**src/rtl/wpu_pkg.sv**
```systemverilog
package wpu_pkg;
    localparam logic [7:0] OP_WREN = 8'h06;
    localparam logic [7:0] OP_WRDI = 8'h04;
    localparam logic [7:0] OP_RDSR = 8'h05;
    localparam logic [7:0] OP_WRSR = 8'h01;
    localparam logic [7:0] OP_PROG = 8'h02;
    localparam logic [7:0] OP_SERS = 8'hD8;
    localparam logic [7:0] OP_BERS = 8'hC7;

    localparam int SB_LOCK  = 7;
    localparam int SB_BP3   = 6;
    localparam int SB_TB    = 5;
    localparam int SB_BP_LO = 2;
    localparam int SB_WEL   = 1;

    typedef enum logic [1:0] {
        ST_IDLE    = 2'd0,
        ST_SR_DATA = 2'd1,
        ST_ADDR    = 2'd2
    } cmd_state_t;
endpackage

```
**src/rtl/wpu_bp_decode.sv**
```systemverilog
module wpu_bp_decode #(
    parameter int SECTOR_BITS = 9
) (
    input  logic [3:0]             bp,
    input  logic                   tb,
    input  logic [SECTOR_BITS-1:0] sector,
    output logic                   hit
);
    localparam int CNT_W = SECTOR_BITS + 1;
    localparam logic [CNT_W-1:0] NSEC = CNT_W'(1) << SECTOR_BITS;

    logic [3:0]       shamt;
    logic [CNT_W-1:0] count;
    logic [CNT_W-1:0] sec_w;

    always_comb begin
        shamt = bp - 4'd1;
        if (bp == 4'd0)
            count = '0;
        else if (int'(shamt) >= SECTOR_BITS)
            count = NSEC;
        else
            count = CNT_W'(1) << shamt;
    end

    assign sec_w = {1'b0, sector};
    assign hit   = tb ? (sec_w < count) : (sec_w >= (NSEC - count));
endmodule

```
**src/rtl/wpu_cmd_fsm.sv**
```systemverilog
module wpu_cmd_fsm
    import wpu_pkg::*;
(
    input  logic       clk,
    input  logic       rst,
    input  logic       cs_n,
    input  logic       op_valid,
    input  logic [7:0] op_code,
    input  logic       data_valid,
    input  logic       addr_valid,
    output logic       ev_wren,
    output logic       ev_wrdi,
    output logic       ev_rdsr,
    output logic       ev_bers,
    output logic       ev_sr_wr,
    output logic       ev_addr,
    output cmd_state_t state_o
);
    cmd_state_t state, nxt;

    always_ff @(posedge clk) begin
        if (rst || cs_n)
            state <= ST_IDLE;
        else
            state <= nxt;
    end

    always_comb begin
        nxt = state;
        unique case (state)
            ST_IDLE: begin
                if (op_valid) begin
                    case (op_code)
                        OP_WRSR:          nxt = ST_SR_DATA;
                        OP_PROG, OP_SERS: nxt = ST_ADDR;
                        default:          nxt = ST_IDLE;
                    endcase
                end
            end
            ST_SR_DATA: if (data_valid) nxt = ST_IDLE;
            ST_ADDR:    if (addr_valid) nxt = ST_IDLE;
            default:    nxt = ST_IDLE;
        endcase
    end

    always_comb begin
        ev_wren  = 1'b0;
        ev_wrdi  = 1'b0;
        ev_rdsr  = 1'b0;
        ev_bers  = 1'b0;
        ev_sr_wr = 1'b0;
        ev_addr  = 1'b0;
        if (!cs_n) begin
            unique case (state)
                ST_IDLE: begin
                    ev_wren = op_valid && (op_code == OP_WREN);
                    ev_wrdi = op_valid && (op_code == OP_WRDI);
                    ev_rdsr = op_valid && (op_code == OP_RDSR);
                    ev_bers = op_valid && (op_code == OP_BERS);
                end
                ST_SR_DATA: ev_sr_wr = data_valid;
                ST_ADDR:    ev_addr  = addr_valid;
                default: ;
            endcase
        end
    end

    assign state_o = state;
endmodule

```
**src/rtl/wpu_status.sv**
```systemverilog
module wpu_status
    import wpu_pkg::*;
#(
    parameter int SECTOR_BITS = 9
) (
    input  logic                   clk,
    input  logic                   rst,
    input  logic                   wp_n,
    input  logic                   ev_wren,
    input  logic                   ev_wrdi,
    input  logic                   ev_rdsr,
    input  logic                   ev_bers,
    input  logic                   ev_sr_wr,
    input  logic                   ev_addr,
    input  logic [7:0]             data_byte,
    input  logic [SECTOR_BITS-1:0] sector,
    output logic [7:0]             status_byte,
    output logic                   status_valid,
    output logic                   grant,
    output logic                   deny
);
    logic       lock_q, tb_q, wel_q;
    logic [3:0] bp_q;
    logic       hit;
    logic       sr_locked;
    logic       addr_ok, bers_ok;

    wpu_bp_decode #(.SECTOR_BITS(SECTOR_BITS)) u_bp (
        .bp     (bp_q),
        .tb     (tb_q),
        .sector (sector),
        .hit    (hit)
    );

    assign sr_locked = !wp_n && lock_q;
    assign addr_ok   = wel_q && !hit;
    assign bers_ok   = wel_q && (bp_q == 4'd0);

    always_ff @(posedge clk) begin
        if (rst) begin
            lock_q       <= 1'b0;
            tb_q         <= 1'b0;
            bp_q         <= '0;
            wel_q        <= 1'b0;
            status_valid <= 1'b0;
            grant        <= 1'b0;
            deny         <= 1'b0;
        end else begin
            status_valid <= ev_rdsr;
            grant        <= 1'b0;
            deny         <= 1'b0;
            if (ev_wren) wel_q <= 1'b1;
            if (ev_wrdi) wel_q <= 1'b0;
            if (ev_sr_wr) begin
                if (wel_q && !sr_locked) begin
                    lock_q <= data_byte[SB_LOCK];
                    tb_q   <= data_byte[SB_TB];
                    bp_q   <= {data_byte[SB_BP3], data_byte[SB_BP_LO+2:SB_BP_LO]};
                end
                wel_q <= 1'b0;
            end
            if (ev_addr) begin
                grant <= addr_ok;
                deny  <= !addr_ok;
                wel_q <= 1'b0;
            end
            if (ev_bers) begin
                grant <= bers_ok;
                deny  <= !bers_ok;
                wel_q <= 1'b0;
            end
        end
    end

    assign status_byte = {lock_q, bp_q[3], tb_q, bp_q[2:0], wel_q, 1'b0};
endmodule

```
**src/rtl/flash_wp_unit.sv**
```systemverilog
module flash_wp_unit
    import wpu_pkg::*;
#(
    parameter int ADDR_W      = 32,
    parameter int SECTOR_LSB  = 16,
    parameter int SECTOR_BITS = 9
) (
    input  logic              clk,
    input  logic              rst,
    input  logic              cs_n,
    input  logic              op_valid,
    input  logic [7:0]        op_code,
    input  logic              data_valid,
    input  logic [7:0]        data_byte,
    input  logic              addr_valid,
    input  logic [ADDR_W-1:0] addr,
    input  logic              wp_n,
    output logic [7:0]        status_byte,
    output logic              status_valid,
    output logic              grant,
    output logic              deny
);
    localparam int SECTOR_MSB = SECTOR_LSB + SECTOR_BITS - 1;

    logic ev_wren, ev_wrdi, ev_rdsr, ev_bers, ev_sr_wr, ev_addr;
    cmd_state_t cmd_state;
    logic [SECTOR_BITS-1:0] sector;

    assign sector = addr[SECTOR_MSB:SECTOR_LSB];

    wpu_cmd_fsm u_fsm (
        .clk        (clk),
        .rst        (rst),
        .cs_n       (cs_n),
        .op_valid   (op_valid),
        .op_code    (op_code),
        .data_valid (data_valid),
        .addr_valid (addr_valid),
        .ev_wren    (ev_wren),
        .ev_wrdi    (ev_wrdi),
        .ev_rdsr    (ev_rdsr),
        .ev_bers    (ev_bers),
        .ev_sr_wr   (ev_sr_wr),
        .ev_addr    (ev_addr),
        .state_o    (cmd_state)
    );

    wpu_status #(.SECTOR_BITS(SECTOR_BITS)) u_sr (
        .clk          (clk),
        .rst          (rst),
        .wp_n         (wp_n),
        .ev_wren      (ev_wren),
        .ev_wrdi      (ev_wrdi),
        .ev_rdsr      (ev_rdsr),
        .ev_bers      (ev_bers),
        .ev_sr_wr     (ev_sr_wr),
        .ev_addr      (ev_addr),
        .data_byte    (data_byte),
        .sector       (sector),
        .status_byte  (status_byte),
        .status_valid (status_valid),
        .grant        (grant),
        .deny         (deny)
    );
endmodule

```
**config.mk**
```make
export PLATFORM = sky130hd
export DESIGN_NAME = flash_wp_unit
export DESIGN_NICKNAME = d
export VERILOG_FILES = /design/src/rtl/wpu_pkg.sv /design/src/rtl/wpu_bp_decode.sv /design/src/rtl/wpu_cmd_fsm.sv /design/src/rtl/wpu_status.sv /design/src/rtl/flash_wp_unit.sv
export SDC_FILE = /design/constraint.sdc
export NUM_CORES = 1
export LEC_CHECK = 0
export CORE_MARGIN = 4
export CORE_UTILIZATION = 39
export DETAILED_ROUTE_END_ITERATION = 8
export PLACE_DENSITY = 0.81
export SLEW_MARGIN = 20
export SYNTH_ARGS = -nofsm -noshare
export SYNTH_HDL_FRONTEND = slang
export SYNTH_SLANG_ARGS = --single-unit
```
**constraint.sdc**
```tcl
create_clock -name clk -period 3 [get_ports clk]
set_input_delay 0.45 -clock clk [delete_from_list [all_inputs] [get_ports clk]]
set_output_delay 0.45 -clock clk [all_outputs]
set_load 0.005 [all_outputs]
```
Word level (Yosys, flattened, before mapping):

Index checks and enable logic that the tools add are counted.

* register bits: 12
* input port bits: 55
* output and inout bits: 11
* logic and storage cells: 70

* $add $sub $neg: 2
* magnitude comparators: 3
* equal/unequal tests: 12
* shift-type cells: 1
* multiplexer cells: 22
* bitwise logic cells: 1
* reductions and logical operators: 21

Operators with widths (number)
* equality test 8 x 3 -> 1 bit (second input constant): 3
* 2-to-1 mux 10 bit: 2
* equality test 8 bit (second input constant): 2
* 2-to-1 mux 1 bit: 15
* >= comparator 9 x 10 -> 1 bit: 1
* < comparator 9 x 10 -> 1 bit: 1
* << shifter 1 x 4 -> 10 bit (first input constant): 1
* subtractor 10 bit (first input constant): 1
* equality test 8 x 1 -> 1 bit (second input constant): 1
* equality test 8 x 2 -> 1 bit (second input constant): 1
* logical AND 1 bit: 8
* 2-to-1 mux 2 bit: 3
* inequality test 2 bit (second input constant): 3
* one-hot mux 2 bit (3 select lines): 1
* zero test 1 bit: 5
* OR reduction 5 bit: 1
* >= comparator 4 bit (second input constant): 1
* zero test 4 bit: 1
* one-hot mux 2 bit (2 select lines): 1
* subtractor 4 x 1 -> 4 bit (second input constant): 1
* AND reduction 3 bit: 1
* OR reduction 3 bit: 1
* equality test 2 x 1 -> 1 bit (second input constant): 1
* equality test 2 bit (second input constant): 1
* 5 further kinds: 5

Logic depth before layout (Yosys ltp):

* depth in word-level cells: 12
* gate-level depth with buffers: 12
* depth with buffers taken out: 11

Hierarchy:

Synthesis repeated with hierarchy kept, for this count alone.

* cells, all modules: 162
* area, all modules: 1306.3 µm²

Modules (own cells, without submodules)
* wpu_bp_decode: instances 1, cells an instance 87, area an instance 621.8 µm², seq. area each 0.0 µm²
* wpu_status: instances 1, cells an instance 48, area an instance 467.9 µm², seq. area each 200.2 µm²
* wpu_cmd_fsm: instances 1, cells an instance 27, area an instance 216.5 µm², seq. area each 40.0 µm²

Least setup slack after synthesis:

OpenSTA, ideal clock, no wires.

* kind: flip-flop to flip-flop
* start point: register u_sr.bp_q[0]
* end point: register u_sr.deny
* library setup time: 0.117 ns
* data arrival time: 2.277 ns
* data required time: 2.883 ns
* path slack: 0.606 ns
* stages on the path, launching flop included: 13
* path buffers: 1
* cell sequence: dfxtp_1 > clkbuf_1 > nor2b_1 > nand2_1 > ha_1 > o31ai_1 > o21ai_0 > ha_1 > o21a_1 > a21oi_1 > o21a_1 > o221a_2 > o2bb2ai_1

* word-level cells in the longest chain between the ends: 12
* elaborated cells on any way between the ends: 17
* classes of those cells: add/sub (2); order compare (3); shift (1); mux (5); reduce/logical (6)

Ends and longest elaborated chain
* start: declaration: line wpu_status.sv:23 `logic [3:0] bp_q;`
* start signal: assignment: line wpu_status.sv:58 `bp_q <= {data_byte[SB_BP3], data_byte[SB_BP_LO+2:SB_BP_LO]};`
* subtractor 4 x 1 -> 4 bit: line wpu_bp_decode.sv:17 `shamt = bp - 4'd1;`
* >= comparator 4 bit / << shifter 1 x 4 -> 10 bit (equally long branches): line wpu_bp_decode.sv:20, wpu_bp_decode.sv:23
* 2-to-1 mux 10 bit: line wpu_bp_decode.sv:20 `else if (int'(shamt) >= SECTOR_BITS)`
* 2-to-1 mux 10 bit: line wpu_bp_decode.sv:18 `if (bp == 4'd0)`
* subtractor 10 bit: line wpu_bp_decode.sv:27 `assign hit = tb ? (sec_w < count) : (sec_w >= (NSEC - count));`
* >= comparator 9 x 10 -> 1 bit: line wpu_bp_decode.sv:27
* 2-to-1 mux 1 bit: line wpu_bp_decode.sv:27
* zero test 1 bit: line wpu_status.sv:36 `assign addr_ok = wel_q && !hit;`
* logical AND 1 bit: line wpu_status.sv:36
* zero test 1 bit: line wpu_status.sv:64 `deny <= !addr_ok;`
* 2-to-1 mux 1 bit: line wpu_status.sv:62 `if (ev_addr) begin`
* 2-to-1 mux 1 bit (*): line wpu_status.sv:67 `if (ev_bers) begin`
* end signal: assignment: line wpu_status.sv:64
* end signal: assignment: line wpu_status.sv:69 `deny <= !bers_ok;`
* end: declaration: line wpu_status.sv:20 `output logic deny`

Every way passes the cells marked *; elsewhere a longest branch is shown, timed or not.
A chain may end at the register's enable or synchronous reset.

Worst setup path after layout:

Same ends and word-level chain as after synthesis.

==> impl_metrics.json <==
{
  "slew_violations": 0,
  "drive_gt1_frac": 0.04712,
  "crit_chain": "nor2b_1 -> nand2_1 -> ha_1 -> o31ai_1 -> o21ai_0 -> ha_1 -> o21a_1 -> a21oi_1 -> o21a_1 -> o221a_2 -> o2bb2ai_1",
  "cts_buffers": 3,
  "die-area_um2": 4046,
  "p_leak_nw": 0.6292,
  "setup_viol": 0,
  "syn2layout_area_growth_pct": 34.54,
  "use_met1": 0.1825,
  "clk_pin_slew_ns": 0.08,
  "synth_top_area_cell": "dfxtp_1",
  "critPathBufInv": 0,
  "nNetsFinal": 265,
  "tightest_slew_ns": 0.5961,
  "synthArstFlopShare": 0,
  "hold_violations": 0,
  "drc": 0,
  "drt-total-wl_mm": 3.115,
  "max_cap_violations": 0,
  "ys_ff_latch": 12,
  "finish.utilization": 0.5689,
  "syn_inst": 157,
  "grt_pass1_wl_mm": 5.299,
  "placed_cells": 218,
  "place.gp.congestion": 0.7956,
  "startpoint_type": "register",
  "cp-end-kind": "register",
  "powerDensity_nw_per_um2": 228.0,
  "initial_core_util": 0.4228,
  "cts.sinks": 12,
  "min_delay_worst_endpoint": "u_sr.lock_q",
  "grt_util_met2": 0.2790,
  "num_vias": 1284,
  "worst_hold_path_type": "register to register",
  "ys_seq_area_frac": 0.1992,
  "fin_crit_sh": 0.9023,
  "final_antenna_net_count": 0,
  "cp_slowest_cell": "dfxtp_1",
  "netlist.area_leader.share": 0.1992,
  "die_h_um": 63.61,
  "setup_tns_ns": 0,
  "first_pass_iters": 4,
  "cp_max_fo": 11,
  "die_w_um": 63.61,
  "cts_tree": "built",
  "antenna_cells": 0,
  "viasPerCell": 5.784,
  "holdPathStages": 2,
  "avgSynthCellArea_um2": 7.683,
  "rsz0062_at_grt": "false",
  "period_needed_ns": 2.707,
  "critPathKind": "register to register",
  "cts_resized": 0,
  "final_cell_count_no_fill": 222,
  "critPathTopFamily": "compound AO/OA/AOI/OAI gates",
  "post_cts_buffers": 0,
  "wl_per_cell_um": 14.03,
  "reg2regPathDepth": 11,
  "max_stage_delay_ns": 0.54,
  "synth_area_leaders": "dfxtp_1 20%, ha_1 19%, nand2_1 4.4%",
  "synthFlopType": "dfxtp_1",
  "irDropWorstVdd_v": 0.0001925,
  "yosysWarnings": 0,
  "r2r-end": "u_sr.deny",
  "clk_latency_ns": 0.27,
  "track_usage": 0.1576,
  "grt_antenna_before_repair": 0,
  "htreeDepth": 1,
  "fmax_mhz": 369.4,
  "clk_path_buf_depth": 2,
  "grt_overflow": 0,
  "io_buffer_count": 39,
  "syn_nets": 230,
  "num_rows": 19,
  "grt_max_degree": 15,
  "relSlewSlack": 0.5999,
  "hpwlAfterDp_mm": 2.630,
  "worstHoldStart": "u_sr.lock_q",
  "globalRoute.busiestLayer": "met2",
  "use_met3": 0.03552,
  "r2r_start": "u_sr.bp_q[0]",
  "synth_edf_count": 0,
  "synth_cell_types": 42,
  "root_buffer": "clkbuf_4",
  "core_um2": 2853,
  "initialDrtViolationCount": 62,
  "synth_area_um2": 1206,
  "clock_skew_ns": 0.0003341,
  "grt_pass1_vias": 1288,
  "hold_buffers": 0,
  "outcome": "complete, no violations",
  "crit_arrival_ns": 2.87,
  "r2r_setup_slack_ns": 0.29,
  "pin_count": 66,
  "cp_data_required_time_ns": 3.17
}
power by group:
part / switching, W / total (W) / internal [W]
logic: 0.0000313 / 0.0000817 / 0.0000504
registers: 0.0000000837 / 0.000159 / 0.000159
clock network: 0.0000554 / 0.000129 / 0.0000737
total: 0.0000868 / 0.000370 / 0.000283
cells by family after synthesis:
family	synth area share
adders and majority gates	0.1867
DFF	0.1992
AOI/OAI and AO/OA	0.1940
xor gates and xnor gates	0.01453
muxes	0.04150
other	0.003109
and+or+nand+nor	0.2988
buffers and inverters	0.06225
cells in the final DEF (no fill, tap or decap), drive strengths merged, types with 2 or more instances in the layout:
cell type and n:
nand3b 3, or4b 2, nor3 5, and4 2, a31oi 2, nand4 2
clkdlybuf4s50 39, o21a 2, nand3 6, dfxtp 12, o21ai 11, or4 2
nand2b 5, nand2 14, nor2b 6, mux2i 5, nor2 13, inv 7
clkbuf 4, nor4 3, o22ai 2, a21boi 2, ha 18, a21o 2
a21oi 8
sequential cells by signal, summed over array words and instances, names as in the netlist:
register,count
u_fsm.state_o,2
u_sr.deny,1
u_sr.tb_q,1
u_sr.bp_q,4
u_sr.grant,1
u_sr.status_valid,1
u_sr.lock_q,1
u_sr.wel_q,1
area by class of cell:
type / instances / area, um2
inverters: 7 / 26.28
repair buffers: 39 / 390.4
well taps: 31 / 38.79
flip-flops and latches: 12 / 240.2
clock buffers: 4 / 36.28
multi-input cells: 129 / 890.9
fillers: 270 / 1230
metrics by stage:
stage          hold WS (ns)  setup WS [ns]  power [W]  cell area, um2
3_3_place_gp         0.5061         0.4171  0.0002393            1587
5_1_grt              0.5935        0.09616  0.0003855            1623
6_report             0.5378         0.2932  0.0003700            1623
4_1_cts              0.5459         0.3337  0.0003723            1623
2_1_floorplan        0.4876         0.6058  0.0001924            1206
3_5_place_dp         0.5086         0.3574  0.0002443            1587
routing by layer:
layer  part of all wire  routed length (um)
met5                  0                   0
met4              0.020                  63
met3              0.058                 182
met2               0.49                1538
met1               0.43                1331
cells in the mapped netlist, drive strengths merged (3+ instances only):
cell type,number
nor3,5
clkbuf,5
o21ai,11
nand3,6
nand3b,3
nand2,14
inv,7
ha,18
buf,4
nor2b,6
nor2,13
dfxtp,12
mux2i,5
nand2b,5
nor4,3
a21oi,8
how the worst max path moves through the flow:
| stage | start | to | slack [ns] | cells after the start |
|---|---|---|---|---|
| 2_1_floorplan | u_sr.bp_q[0] | u_sr.deny | 0.61 | 12 |
| 3_3_place_gp | u_sr.bp_q[0] | u_sr.deny | 0.42 | 11 |
| 3_5_place_dp | u_sr.bp_q[0] | u_sr.grant | 0.36 | 11 |
| 4_1_cts | u_sr.bp_q[0] | u_sr.grant | 0.33 | 11 |
| 5_1_grt | u_sr.bp_q[0] | u_sr.grant | 0.1 | 11 |
| 6_report | u_sr.bp_q[0] | u_sr.deny | 0.29 | 11 |
worst min-delay path, cell delays in order (launching register included):
cell	delay, ns
dfxtp_1	0.35
a22oi_1	0.07
nor2_1	0.08
No activity file was read; power rests on OpenSTA's default activity.
